### src/rtl/irq_merge_pkg.sv
package irq_merge_pkg;
    localparam int unsigned EV_LINK  = 0;
    localparam int unsigned EV_ROLL  = 1;
    localparam int unsigned EV_TXERR = 2;
    localparam int unsigned EV_NUM   = 3;

    typedef logic [EV_NUM-1:0] ev_vec_t;

    typedef struct packed {
        ev_vec_t en;
    } top_state_t;
endpackage

### src/rtl/link_sync_edge.sv
module link_sync_edge #(
    parameter int unsigned STAGES = 2
) (
    input  logic clk,
    input  logic rst_n,
    input  logic link_i,
    output logic chg_o
);
    localparam int unsigned LAST = STAGES - 1;

    typedef struct packed {
        logic [STAGES-1:0] sync;
        logic              prev;
    } st_t;

    st_t st_d, st_q;

    always_comb begin
        st_d      = st_q;
        st_d.sync = {st_q.sync[STAGES-1:0] << 1} | {{(STAGES-1){1'b0}}, link_i};
        st_d.prev = st_q.sync[LAST];
    end

    always_ff @(posedge clk or negedge rst_n) begin
        if (!rst_n) st_q <= '0;
        else        st_q <= st_d;
    end

    assign chg_o = st_q.sync[LAST] ^ st_q.prev;
endmodule

### src/rtl/txerr_detect.sv
module txerr_detect (
    input  logic clk,
    input  logic rst_n,
    input  logic tx_en,
    input  logic tx_ok,
    output logic err_o
);
    typedef struct packed {
        logic en_prev;
    } st_t;

    st_t st_d, st_q;

    always_comb begin
        st_d         = st_q;
        st_d.en_prev = tx_en;
    end

    always_ff @(posedge clk or negedge rst_n) begin
        if (!rst_n) st_q <= '0;
        else        st_q <= st_d;
    end

    assign err_o = st_q.en_prev & ~tx_en & ~tx_ok;
endmodule

### src/rtl/evt_sticky.sv
module evt_sticky #(
    parameter int unsigned N = 3
) (
    input  logic         clk,
    input  logic         rst_n,
    input  logic [N-1:0] set_i,
    input  logic [N-1:0] clr_i,
    output logic [N-1:0] evt_o
);
    typedef struct packed {
        logic [N-1:0] evt;
    } st_t;

    st_t st_d, st_q;

    always_comb begin
        st_d = st_q;
        for (int i = 0; i < int'(N); i++) begin
            if (set_i[i])      st_d.evt[i] = 1'b1;
            else if (clr_i[i]) st_d.evt[i] = 1'b0;
        end
    end

    always_ff @(posedge clk or negedge rst_n) begin
        if (!rst_n) st_q <= '0;
        else        st_q <= st_d;
    end

    assign evt_o = st_q.evt;
endmodule

### src/rtl/status_irq_merge.sv
module status_irq_merge
    import irq_merge_pkg::*;
#(
    parameter int unsigned SYNC_STAGES = 2
) (
    input  logic              clk,
    input  logic              rst_n,
    input  logic              cfg_we,
    input  logic [EV_NUM-1:0] cfg_wdata,
    input  logic              stat_rd,
    input  logic              link_ok,
    input  logic              ctr_roll,
    input  logic              tx_en,
    input  logic              tx_ok,
    output logic [EV_NUM-1:0] evt_o,
    output logic              irq_o
);
    top_state_t st_d, st_q;
    logic       link_chg;
    logic       tx_err;
    ev_vec_t    ev_set, ev_clr, ev_q, en_q;

    link_sync_edge #(.STAGES(SYNC_STAGES)) u_link (
        .clk   (clk),
        .rst_n (rst_n),
        .link_i(link_ok),
        .chg_o (link_chg)
    );

    txerr_detect u_txerr (
        .clk  (clk),
        .rst_n(rst_n),
        .tx_en(tx_en),
        .tx_ok(tx_ok),
        .err_o(tx_err)
    );

    always_comb begin
        ev_set           = '0;
        ev_clr           = '0;
        ev_set[EV_LINK]  = link_chg;
        ev_set[EV_ROLL]  = ctr_roll;
        ev_set[EV_TXERR] = tx_err;
        ev_clr[EV_LINK]  = cfg_we;
        ev_clr[EV_ROLL]  = stat_rd;
        ev_clr[EV_TXERR] = stat_rd;
    end

    evt_sticky #(.N(EV_NUM)) u_sticky (
        .clk  (clk),
        .rst_n(rst_n),
        .set_i(ev_set),
        .clr_i(ev_clr),
        .evt_o(ev_q)
    );

    always_comb begin
        st_d = st_q;
        if (cfg_we) st_d.en = cfg_wdata;
    end

    always_ff @(posedge clk or negedge rst_n) begin
        if (!rst_n) st_q <= '0;
        else        st_q <= st_d;
    end

    assign en_q  = st_q.en;
    assign evt_o = ev_q;
    assign irq_o = |(ev_q & en_q);
endmodule

### config.mk
export PLATFORM = sky130hd
export DESIGN_NAME = status_irq_merge
export DESIGN_NICKNAME = d
export VERILOG_FILES = /design/src/rtl/irq_merge_pkg.sv /design/src/rtl/link_sync_edge.sv /design/src/rtl/txerr_detect.sv /design/src/rtl/evt_sticky.sv /design/src/rtl/status_irq_merge.sv
export SDC_FILE = /design/constraint.sdc
export NUM_CORES = 1
export LEC_CHECK = 0
export BUFFER_PORTS_ARGS = -buffer_cell sky130_fd_sc_hd__buf_2
export CELL_PAD_IN_SITES_DETAIL_PLACEMENT = 1
export CELL_PAD_IN_SITES_GLOBAL_PLACEMENT = 1
export CORE_AREA = 2 2 39 41
export DETAILED_ROUTE_END_ITERATION = 7
export DIE_AREA = 0 0 41 43
export PLACE_DENSITY = 0.72
export SLEW_MARGIN = 20
export SYNTH_ARGS = -nofsm -noshare
export SYNTH_HDL_FRONTEND = slang
export SYNTH_SLANG_ARGS = --single-unit
### constraint.sdc
create_clock -name clk -period 0.8 [get_ports clk]
set_input_delay 0.16 -clock clk [delete_from_list [all_inputs] [get_ports clk]]
set_output_delay 0.16 -clock clk [all_outputs]
set_load 0.05 [all_outputs]
==> summary.txt, run 1 <==
Outcome - complete, but fails checks
Failing checks - setup timing
Number of port buffers - 14
Starting density of the core - 0.247
# H-tree levels - 1
Syn Area/Cell - 15.5 sq um
Placed inst area - 450 sq um
Root Driver - clkbuf_4
WL per Instance - 12.3 um
Die W - 41 um
P_leak - 0.000270 uW
Tightest Pin Transition - 0.340 ns
Worst Path Arrival - 1.27 ns
Total track usage - 0.119
Final WS setup - -0.631 ns
Critical-path top delay cell - dfrtp_2
Worst R2R Start - u_sticky.evt_o[1]
Post-DR vias/cell - 4.25
CTS clk-pin slew, worst paths - 0.06 ns
Initial drt markers - 2
Post-Place Cells - 54
Global-route wire length before repair - 1.30 mm
Seq cells post-synth - 10
Max cap viols - 0
Data required, critical path - 0.64 ns
Pre-Repair DR Iteration Count - 4
Vias in the first global route - 295
Mapped Cells - 22
Initial antenna violation count - 0
Peak supply drop - 0.918 mV
Worst Hold Launch - tx_en
Synthesized cell area - 342 sq um
R2r worst-path depth - 2
Startpoint Class - flip-flop
Yosys warns - 0
Hold Path Class - primary input to flip-flop
Via Count - 259
Clock sinks - 10
Crit path kind - flip-flop to output port
Fin crit share - 1.79
Area Overhead vs Synth - 60.4%
Final instance area - 548 sq um
Gpl congestion - 0.580
Power consumption - 1180 uW
Worst Clk Skew - 0.00387 ns
Worst hold path stage count - 1
Worst-case clock buffer depth - 2
Multi-input logic area - 80.1 sq um
Reg2Reg Setup Slack - 0 ns
Final HPWL DP - 525 um
Seq/Total Area, Yosys - 0.733
Ports - 15
Comb pwr share - 0.223
Sw Share - 0.268
Synth cell types - 8
Syn_nets - 33
Core region area - 0.00138 sq mm
Clock latency on the worst-skew pair - 0.26 ns
Rel. slew slack - 0.773
TritonCTS clock tree - done
Final worst path period need - 1.43 ns
Crit-path cells - a222oi_1 > inv_2 > buf_8
Net Sw Power - 317 uW
Die area - 0.00176 sq mm
Cell Pwr Density - 2160 mW/mm^2
Layout cells sized above 1 - 0.600
GR Overflow Total - 0
Register area - 254 sq um
Crit. End Element - output port
Nets@finish - 57
Die height - 43 um
Largest net degree at the start of global routing - 11
Post-route ant nets - 0
Int Power - 867 uW
Post-Route WL - 752 um
Final slew viol count - 0
Achievable frequency - 0.699 GHz
Crit path max fanout - 2
Cell Rows - 14
CP delay by family, top - flip-flops
Setup WS pre-CTS - -0.361 ns
Reg-to-reg endpoint - u_sticky.evt_o[1]
RSZ-0062 raised after global routing - true
Clock network fraction of design power - 0.296
Non-filler cells, final - 61
Fillcell total - 150
# setup viols final - 4
WHS Endpoint - u_txerr.st_q
N_diodes - 0
Flop pwr share - 0.481
Total CTS buffers - 3
Residual DRC - 0
Max incr delay on CP - 0.42 ns
TNS Setup - -1.53 ns
Buffers plus inverters on the worst setup path - 2
Hold Violations, Final - 0
worst register-to-register path, cell delays in order (launching register included):
cell and delay, ns:
dfrtp_2 0.42, buf_6 0.13, a21o_1 0.14
state kept, by name, summed over array words and instances (netlist names):
signal and cells:
u_link.st_d 1, u_txerr.st_q 1, en_q 3, u_link.st_q 2, u_sticky.evt_o 3
metrics by stage:
step / hold WS [ns] / utilization
detailed placement: 0.0320 / 0.325
floorplan: -0.136 / -
finish: 0.0266 / 0.396
global route: 0.0117 / 0.396
global placement: 0.0254 / 0.325
CTS: 0.0114 / 0.396
cell families (layout without fill, tap and decap cells):
kind of cell / count (synthesis) / in the layout / synth area share
buffers and inverters: 3 / 26 / 0.0330
muxes: 3 / 3 / 0.0989
xor gates and xnor gates: 1 / 1 / 0.0256
AOI/OAI and AO/OA: 4 / 4 / 0.0879
and+or+nand+nor: 1 / 1 / 0.0220
DFF: 10 / 10 / 0.733
worst max path at each step:
stage                      startpoint  endpoint  depth (start not counted)
floorplan           u_sticky.evt_o[0]     irq_o                          2
global placement    u_sticky.evt_o[1]     irq_o                          3
detailed placement  u_sticky.evt_o[0]     irq_o                          3
CTS                 u_sticky.evt_o[0]     irq_o                          3
global route        u_sticky.evt_o[1]     irq_o                          3
finish              u_sticky.evt_o[1]     irq_o                          3
per-layer routing:
metal | global-route usage | vias up | part of all wire
met5 | 0 | - | 0
met2 | 0.172 | 15 | 0.50
li1 | - | 123 | -
met3 | 0.0576 | 0 | 0.094
met1 | 0.122 | 121 | 0.40
met4 | 0.100 | 0 | 0
Yosys cell counts:
library cell,n,area share
xnor2_1,1,0.026
a21o_1,2,0.044
inv_1,3,0.033
nor3b_1,1,0.022
dfrtp_1,10,0.73
o21ai_0,1,0.015
a222oi_1,1,0.029
mux2_2,3,0.099
power groups by stage:
stage / Combinational (uW) / Sequential [uW] / Clock [uW]
global placement: 194 / 574 / 0
floorplan: 74.0 / 620 / 0
finish: 264 / 569 / 350
detailed placement: 196 / 578 / 0
global route: 285 / 575 / 393
CTS: 265 / 568 / 372
repair_timing:
action	CTS	global route
buffers inserted	2	2
hold endpoints to repair	11	0
hold buffers	2	0
gates resized for setup	13	3
pin swaps	1	1
endpoints found under the setup margin	5	7
layout by cell type (no fill, tap or decap):
master and count:
clkbuf_1 1, o21ai_1 1, inv_2 1, a222oi_1 1, dfrtp_1 7, dfrtp_2 3, mux2_2 3, buf_2 10
buf_8 3, buf_6 3, dlygate4sd3_1 2, a21o_1 2, xnor2_1 1, clkbuf_4 3, inv_1 2, buf_4 1
nor3b_1 1
cell type report:
| type | instances | area share |
|---|---|---|
| multi-input combinational | 9 | 0.146 |
| tap | 16 | 0.0365 |
| inverter | 3 | 0.0205 |
| timing repair buffer | 19 | 0.285 |
| sequential | 10 | 0.463 |
| clock buffer | 4 | 0.0479 |
(Power assumes the default switching activity.)
==> run 2: changes to the inputs <==
--- a/config.mk
+++ b/config.mk
@@ -11,7 +11,7 @@
 export CORE_AREA = 2 2 39 41
 export DETAILED_ROUTE_END_ITERATION = 7
 export DIE_AREA = 0 0 41 43
-export PLACE_DENSITY = 0.72
+export PLACE_DENSITY_LB_ADDON = 0.1
 export SLEW_MARGIN = 20
 export SYNTH_ARGS = -nofsm -noshare
 export SYNTH_HDL_FRONTEND = slang
==> run 2 against run 1 <==
  * The flow still finishes with violations (setup timing)
  * Wire length down 6.9%
  * Largest cell class unchanged
  * Final area up 7.3%
  * Count of clock-buffer cells in the layout unchanged
==> summary.txt, run 2 (same netlist as run 1, synthesis figures left out) <==
Crit path kind - flip-flop to output port
Cell Rows - 14
Startpoint Class - flip-flop
Clock latency on the worst-skew pair - 0.26 ns
Worst-case clock buffer depth - 2
Outcome - complete, but fails checks
Non-filler cells, final - 64
TNS Setup - -1.84 ns
P_leak - 0.000293 uW
Tightest Pin Transition - 0.336 ns
Final HPWL DP - 559 um
Number of port buffers - 14
Die area - 0.00176 sq mm
# H-tree levels - 1
Most frequent cells in the layout - buf_2 (10), dfrtp_1 (7), buf_6 (5)
Total track usage - 0.105
Residual DRC - 0
Setup WS pre-CTS - -0.365 ns
GR Overflow Total - 0
Crit. End Element - output port
Starting density of the core - 0.247
Achievable frequency - 0.713 GHz
Final WS setup - -0.603 ns
Max cap viols - 0
WL per Instance - 10.9 um
Crit path max fanout - 2
Peak supply drop - 0.958 mV
Layout cells sized above 1 - 0.646
Pre-Repair DR Iteration Count - 4
RSZ-0062 raised after global routing - true
Cell Pwr Density - 2200 mW/mm^2
Most common cell after layout, fill and taps aside - buf_2
Total CTS buffers - 3
Initial antenna violation count - 0
Die height - 43 um
TritonCTS clock tree - done
Post-Place Cells - 55
Final worst path period need - 1.40 ns
Clock sinks - 10
Global-route wire length before repair - 1.16 mm
Final slew viol count - 0
Root Driver - clkbuf_4
Data required, critical path - 0.64 ns
Worst Path Arrival - 1.24 ns
Failing checks - setup timing
Ports - 15
Post-Route WL - 700 um
Initial drt markers - 6
Fin crit share - 1.75
Rel. slew slack - 0.776
Reg2Reg Setup Slack - -0.09 ns
Post-DR vias/cell - 4.20
Vias in the first global route - 271
Area Overhead vs Synth - 72.2%
Core region area - 0.00138 sq mm
CTS clk-pin slew, worst paths - 0.06 ns
Gpl congestion - 0.602
Post-route ant nets - 0
Nets@finish - 60
Largest net degree at the start of global routing - 11
Fillcell total - 156
Hold Path Class - primary input to flip-flop
Via Count - 269
Worst Clk Skew - 0.000432 ns
N_diodes - 0
Hold Violations, Final - 0
# setup viols final - 7
Die W - 41 um
==> run 2: layout make-up <==
class | count | area [sq um] | area share
clock buffers | 4 | 36.3 | 0.0617
inverters | 3 | 11.3 | 0.0191
multi-input cells | 9 | 80.1 | 0.136
flip-flops and latches | 10 | 254 | 0.432
repair buffers | 22 | 186 | 0.317
well taps | 16 | 20.0 | 0.0340
==> run 2: metal layers <==
layer / global-route usage / up-vias / wire, um
li1: - / 126 / -
met1: 0.122 / 131 / 269
met2: 0.144 / 12 / 372
met3: 0.0314 / 0 / 59
met4: 0.100 / 0 / 0
met5: 0 / - / 0
==> run 2: critical path, stage by stage (launching register included) <==
cell and delay (ns):
dfrtp_2 0.41, a222oi_1 0.36, inv_2 0.06, buf_6 0.15
==> run 2: through the flow <==
step	util	total power (uW)	instance area, sq um	hold slack, ns
4_1_cts	0.417	1310	577	0.0106
5_1_grt	0.425	1370	588	0.00159
6_report	0.425	1290	588	0.0203
2_1_floorplan	-	694	345	-0.136
3_3_place_gp	0.331	776	458	0.0233
3_5_place_dp	0.331	784	458	0.0293
==> run 2: worst paths after layout <==
check                                     to               from  cells after the start
min reg2reg                   u_link.st_d[0]     u_link.st_q[1]                      0
min in group asynchronous       u_txerr.st_q              rst_n                      2
max reg2reg                u_sticky.evt_o[1]  u_sticky.evt_o[1]                      3
max                                    irq_o  u_sticky.evt_o[0]                      3
max in group asynchronous  u_sticky.evt_o[0]              rst_n                      2
min                             u_txerr.st_q              tx_en                      1
==> run 2: where the power goes <==
group	switching (uW)	internal, uW	leakage (uW)
Combinational	140	148	0.000158
Clock	161	276	0.0000210
Sequential	21.8	546	0.000113
Total	323	970	0.000293
==> run 2: repair_timing <==
action                                  CTS  global route
endpoints found under the setup margin    4             6
pin swaps                                 2             1
resized for setup                        15             2
hold buffers                              2             0
buffers inserted                          3             2
endpoints found under the hold margin    11             0
gates cloned                              0             0
